==> src/rtl/cm_pwm_pkg.sv <==
package cm_pwm_pkg;
  typedef enum logic {PH_CHG = 1'b0, PH_DIS = 1'b1} osc_phase_e;
endpackage

==> src/rtl/cm_pwm_osc.sv <==
module cm_pwm_osc
  import cm_pwm_pkg::*;
#(
  parameter int CNT_W = 8
) (
  input  logic             clk_i,
  input  logic             rst_ni,
  input  logic [CNT_W-1:0] ramp_len_i,
  input  logic [CNT_W-1:0] dis_len_i,
  output logic             dis_o,
  output logic             start_o,
  output logic             tog_o
);
  localparam logic [CNT_W-1:0] ONE = CNT_W'(1);

  osc_phase_e       phase_q;
  logic [CNT_W-1:0] cnt_q, ramp_q, dis_q;
  logic [CNT_W-1:0] ramp_eff, dis_eff;
  logic             tog_q;

  assign ramp_eff = (ramp_len_i == '0) ? ONE : ramp_len_i;
  assign dis_eff  = (dis_len_i  == '0) ? ONE : dis_len_i;
  assign start_o  = (phase_q == PH_DIS) && (cnt_q == dis_q - ONE);
  assign dis_o    = (phase_q == PH_DIS);
  assign tog_o    = tog_q;

  always_ff @(posedge clk_i or negedge rst_ni) begin
    if (!rst_ni) begin
      phase_q <= PH_DIS;
      cnt_q   <= '0;
      ramp_q  <= ONE;
      dis_q   <= ONE;
      tog_q   <= 1'b1;
    end else if (phase_q == PH_CHG) begin
      if (cnt_q == ramp_q - ONE) begin
        phase_q <= PH_DIS;
        cnt_q   <= '0;
      end else begin
        cnt_q <= cnt_q + ONE;
      end
    end else if (start_o) begin
      // lengths captured only here: no runt cycles
      phase_q <= PH_CHG;
      cnt_q   <= '0;
      ramp_q  <= ramp_eff;
      dis_q   <= dis_eff;
      tog_q   <= ~tog_q;
    end else begin
      cnt_q <= cnt_q + ONE;
    end
  end

  AST_DIS_IN_RANGE: assert property (@(posedge clk_i) disable iff (!rst_ni)
    (phase_q == PH_DIS) |-> (cnt_q < dis_q));
  AST_TOG_AT_START: assert property (@(posedge clk_i) disable iff (!rst_ni)
    !start_o |=> $stable(tog_q));
  AST_LEN_HOLD: assert property (@(posedge clk_i) disable iff (!rst_ni)
    !start_o |=> ($stable(ramp_q) && $stable(dis_q)));
endmodule

==> src/rtl/cm_pwm_uvlo.sv <==
module cm_pwm_uvlo #(
  parameter int SMP_W  = 10,
  parameter int ON_TH  = 640,
  parameter int OFF_TH = 400
) (
  input  logic             clk_i,
  input  logic             rst_ni,
  input  logic [SMP_W-1:0] smp_i,
  output logic             ok_o
);
  localparam logic [SMP_W-1:0] ON_C  = SMP_W'(ON_TH);
  localparam logic [SMP_W-1:0] OFF_C = SMP_W'(OFF_TH);

  logic ok_q;
  assign ok_o = ok_q;

  always_ff @(posedge clk_i or negedge rst_ni) begin
    if (!rst_ni)                     ok_q <= 1'b0;
    else if (!ok_q && smp_i > ON_C)  ok_q <= 1'b1;
    else if (ok_q && smp_i < OFF_C)  ok_q <= 1'b0;
  end

  AST_HYST_KEEP_ON: assert property (@(posedge clk_i) disable iff (!rst_ni)
    (ok_q && smp_i >= OFF_C) |=> ok_q);
  AST_HYST_KEEP_OFF: assert property (@(posedge clk_i) disable iff (!rst_ni)
    (!ok_q && smp_i <= ON_C) |=> !ok_q);
endmodule

==> src/rtl/cm_pwm_gate.sv <==
module cm_pwm_gate #(
  parameter int CNT_W   = 8,
  parameter int SMP_W   = 10,
  parameter int SUP_ON  = 640,
  parameter int SUP_OFF = 400,
  parameter int REF_ON  = 144,
  parameter int REF_OFF = 136
) (
  input  logic             clk_i,
  input  logic             rst_ni,
  input  logic [CNT_W-1:0] ramp_len_i,
  input  logic [CNT_W-1:0] dis_len_i,
  input  logic             trip_i,
  input  logic [SMP_W-1:0] sup_smp_i,
  input  logic [SMP_W-1:0] ref_smp_i,
  output logic             gate_o,
  output logic             dis_blank_o,
  output logic             off_cycle_o,
  output logic             sup_lock_o,
  output logic             ref_lock_o
);
  logic dis, start, tog, sup_ok, ref_ok, run_ok, latch_q;

  cm_pwm_osc #(.CNT_W(CNT_W)) u_osc (
    .clk_i, .rst_ni, .ramp_len_i, .dis_len_i,
    .dis_o(dis), .start_o(start), .tog_o(tog)
  );

  cm_pwm_uvlo #(.SMP_W(SMP_W), .ON_TH(SUP_ON), .OFF_TH(SUP_OFF)) u_sup (
    .clk_i, .rst_ni, .smp_i(sup_smp_i), .ok_o(sup_ok)
  );

  cm_pwm_uvlo #(.SMP_W(SMP_W), .ON_TH(REF_ON), .OFF_TH(REF_OFF)) u_ref (
    .clk_i, .rst_ni, .smp_i(ref_smp_i), .ok_o(ref_ok)
  );

  assign run_ok = sup_ok & ref_ok;

  // reset-dominant latch; lockout also keeps it clear
  always_ff @(posedge clk_i or negedge rst_ni) begin
    if (!rst_ni)                 latch_q <= 1'b0;
    else if (trip_i || !run_ok)  latch_q <= 1'b0;
    else if (start)              latch_q <= 1'b1;
  end

  assign gate_o      = ~(dis | tog | ~latch_q | ~run_ok);
  assign dis_blank_o = dis;
  assign off_cycle_o = tog;
  assign sup_lock_o  = ~sup_ok;
  assign ref_lock_o  = ~ref_ok;

  AST_DIS_BLANK: assert property (@(posedge clk_i) disable iff (!rst_ni)
    dis |-> !gate_o);
  AST_TRIP_ENDS: assert property (@(posedge clk_i) disable iff (!rst_ni)
    trip_i |=> !gate_o);
  AST_RISE_AT_START: assert property (@(posedge clk_i) disable iff (!rst_ni)
    $rose(gate_o) |-> $past(start));
  AST_LOCK_LOW: assert property (@(posedge clk_i) disable iff (!rst_ni)
    (!sup_ok || !ref_ok) |-> !gate_o);
endmodule

==> config.mk <==
export PLATFORM = sky130hd
export DESIGN_NAME = cm_pwm_gate
export DESIGN_NICKNAME = d
export VERILOG_FILES = /design/src/rtl/cm_pwm_pkg.sv /design/src/rtl/cm_pwm_osc.sv /design/src/rtl/cm_pwm_uvlo.sv /design/src/rtl/cm_pwm_gate.sv
export SDC_FILE = /design/constraint.sdc
export NUM_CORES = 1
export LEC_CHECK = 0
export BUFFER_PORTS_ARGS = -buffer_cell sky130_fd_sc_hd__buf_2
export CAP_MARGIN = 20
export CORE_ASPECT_RATIO = 2
export CORE_MARGIN = 10
export CORE_UTILIZATION = 57
export DETAILED_ROUTE_END_ITERATION = 7
export PLACE_DENSITY = 0.85
export SYNTH_ARGS = -nofsm -noshare
export SYNTH_HDL_FRONTEND = slang
export SYNTH_SLANG_ARGS = --single-unit
export TNS_END_PERCENT = 30
==> constraint.sdc <==
create_clock -name clk_i -period 4.7 [get_ports clk_i]
set_input_delay 0.235 -clock clk_i [delete_from_list [all_inputs] [get_ports clk_i]]
set_output_delay 0.235 -clock clk_i [all_outputs]
set_load 0.1 [all_outputs]
==> out/qor.yml <==
timing:
  maxSlewViolCount: 0
  clock.fmax_mhz: 397
  maxSlewHeadroom_pct: 58.8
  setup_viol_count_final: 0
  fin_skew_ns: 0.00761
  tns_ns: 0
  fin_crit_sh_pct: 53.5
  final_hold_viol_count: 0
  timing.final.crit_period_ns: 2.52
  rsz0062_at_grt: "false"
  tightest_slew_ns: 0.618
  setup_ws_ns: 2.18
setup_path:
  cp-end-kind: "flip-flop"
  reg2reg_depth: 8
  startpoint: "u_osc.dis_q[0]$_DFFE_PN1P_"
  worstPathMaxFanout: 18
  rr_endpoint: "u_osc.ramp_q[1]$_DFFE_PN0P_"
  critPathLaunchType: "flip-flop"
  r2r_start: "u_osc.dis_q[0]$_DFFE_PN1P_"
  cp.required_ns: 4.87
  setup.worst_path.class: "flip-flop to flip-flop"
  worst-endpoint-arrival_ns: 2.68
  reg2reg_setup_slack_ns: 2.18
flow_run:
  maxCapViolCount: 0
finish:
  fin_util_pct: 70.1
  area_growth_pct: 17.7
  final_nets: 262
  drive_gt1_share_pct: 32.6
  nFillCells: 234
  fin_cells: 251
  insertedDiodeCount: 0
power:
  finalPower_mw: 0.855
  ir_worst_vdd_uv: 376
  leakage_nw: 0.959
  power_density_nw_per_um2: 409
route:
  vias: 1423
  route.detailed.drc: 0
  wirelength_um: 3930
  drt_iter0_drc: 34
  routedWlPerCell_um: 15.7
  vias_per_cell: 5.67
  dr.pass1.iters: 4
  drtAntennaViolNets: 0
clocking:
  cts_buffers: 5
  tritoncts: "built"
  clk_path_buf_depth: 2
  clk_pin_slew_ns: 0.06
  root_buffer: "clkbuf_8"
  htree_levels: 2
  clkLatencyLatePin_ns: 0.28
  cts_sinks: 29
  ctsResizeCount: 0
grt:
  antenna_found_initial: 0
  grt_util_all_layers_pct: 14.4
  grt_overflow_total: 0
  grt_max_degree: 30
  grt_pass1_vias: 1565
  grt_pass1_wl_um: 6760
synthesis:
  async_flop_share_pct: 100
  synth_top_area_share_pct: 35.3
  synth_nets: 215
  synth_commonest_cells: "25 x dfrtp_1, 20 x xnor2_1, 17 x nor2_1, 9 x nor3_1"
  yosys_warnings: 0
  synthFlopType: "dfrtp_1"
  synth_most_common_cell: "dfrtp_1"
  syn_avg_cell_area_sq_um: 10.3
  yosysTopAreaCell: "dfrtp_1"
  synth-edff-count: 0
  syn_area_sq_um: 1770
  syn-instance-count: 173
  synth-seq-cells: 29
  yosysSeqAreaShare_pct: 41.2
  ys_types: 42
  synth.area.top_cells: "dfrtp_1 35%, xnor2_1 9.9%, dfstp_2 5.9%, mux2_2 5.1%, mux2_4 5.1%"
floorplan:
  die-area_sq_um: 5880
  initial_core_util_pct: 59.6
  dieWidth_um: 59.5
  rows: 28
  die_height_um: 98.9
  fp.coreArea_sq_um: 2980
  io_pins: 44
hold_path:
  min_path_type: "input pin to flip-flop"
  whs_path_depth: 3
  hp-start: "ref_smp_i[9]"
  min_to: "u_ref.ok_o$_DFFE_PN0P_"
status:
  status: "complete, no violations"
placement:
  place_congestion: 0.859
  dp.final_hpwl_um: 3240
  dp.cells: 242
  portBuffers: 43
  dpl_worst_slack_ns: 2.18
-- state kept, by name (all words and copies together), names as in the netlist --
name,flops
u_sup.ok_o,1
u_osc.dis_o,1
latch_q,1
u_ref.ok_o,1
u_osc.dis_q,8
u_osc.tog_o,1
u_osc.cnt_q,8
u_osc.ramp_q,8
-- cells in the final DEF, fill, tap and decap left out, types with 2 or more instances in the layout --
cell type,instances
nor3_1,9
nand4_1,2
nand3_1,6
mux2i_1,2
o211ai_1,2
dfrtp_1,25
nor4_1,5
dfstp_2,4
or3_1,2
buf_2,43
clkinv_2,2
and3_1,3
a21oi_1,4
o21ai_0,5
nand2b_1,3
xor2_1,8
ha_1,3
nor2_1,17
xnor2_1,20
nand2_1,8
mux2_2,8
inv_1,8
mux2_4,6
clkbuf_8,5
-- worst max-delay path, cell delays in order, from the launching register on --
cell and delay [ns]:
dfstp_2 0.56, inv_1 0.06, ha_1 0.26, xor2_1 0.17, or3_1 0.30, nand3_1 0.10, nand3_1 0.19, nor2_8 0.37
mux2_2 0.39
-- power breakdown --
| group | total [mW] | switching, mW | internal [mW] |
|---|---|---|---|
| Clock | 0.192 | 0.0903 | 0.102 |
| Sequential | 0.377 | 0.0815 | 0.295 |
| Combinational | 0.286 | 0.147 | 0.139 |
-- final cells by class --
type / count / area (sq um) / area share [%]
sequential: 29 / 731 / 35.0
tap: 30 / 37.5 / 1.80
multi-input combinational: 132 / 982 / 47.0
inverter: 8 / 30.0 / 1.44
clock inverter: 2 / 10.0 / 0.479
timing repair buffer: 44 / 225 / 10.8
clock buffer: 6 / 72.6 / 3.48
-- worst max-delay path by stage --
stage	end	slack, ns
6_report	u_osc.ramp_q[1]$_DFFE_PN0P_	2.18
3_3_place_gp	u_osc.ramp_q[7]$_DFFE_PN0P_	2.24
2_1_floorplan	gate_o	0.72
5_1_grt	u_osc.ramp_q[3]$_DFFE_PN0P_	2.09
4_1_cts	u_osc.ramp_q[1]$_DFFE_PN0P_	2.18
3_5_place_dp	u_osc.ramp_q[1]$_DFFE_PN0P_	2.18
-- cell families after synthesis --
logic type      count (synthesis)  synth area share [%]
buf+inv                        12                  3.46
xor+xnor                       28                  13.8
simple gates                   67                  21.4
mux                            16                  11.3
fa+ha+maj                       3                  2.12
flops                          29                  41.2
compound gates                 18                  6.70
-- repair_timing --
item | in CTS | in global routing
buffers inserted | 0 | 0
hold endpoints to repair | 10 | 0
hold buffers | 1 | 0
-- stage by stage --
step           hold slack [ns]  area [sq um]
2_1_floorplan          -0.0606          1770
3_3_place_gp             0.283          2000
3_5_place_dp             0.291          2000
4_1_cts                  0.139          2090
5_1_grt                  0.168          2090
6_report                 0.140          2090
-- metal layers --
metal	global-route usage, %	up-vias	routed length, um
met5	0	-	0
met4	6.04	0	99
met3	5.27	8	230
met2	25.5	41	2110
met1	14.1	671	1490
li1	-	703	-
Power figures use the tool's default switching activity.
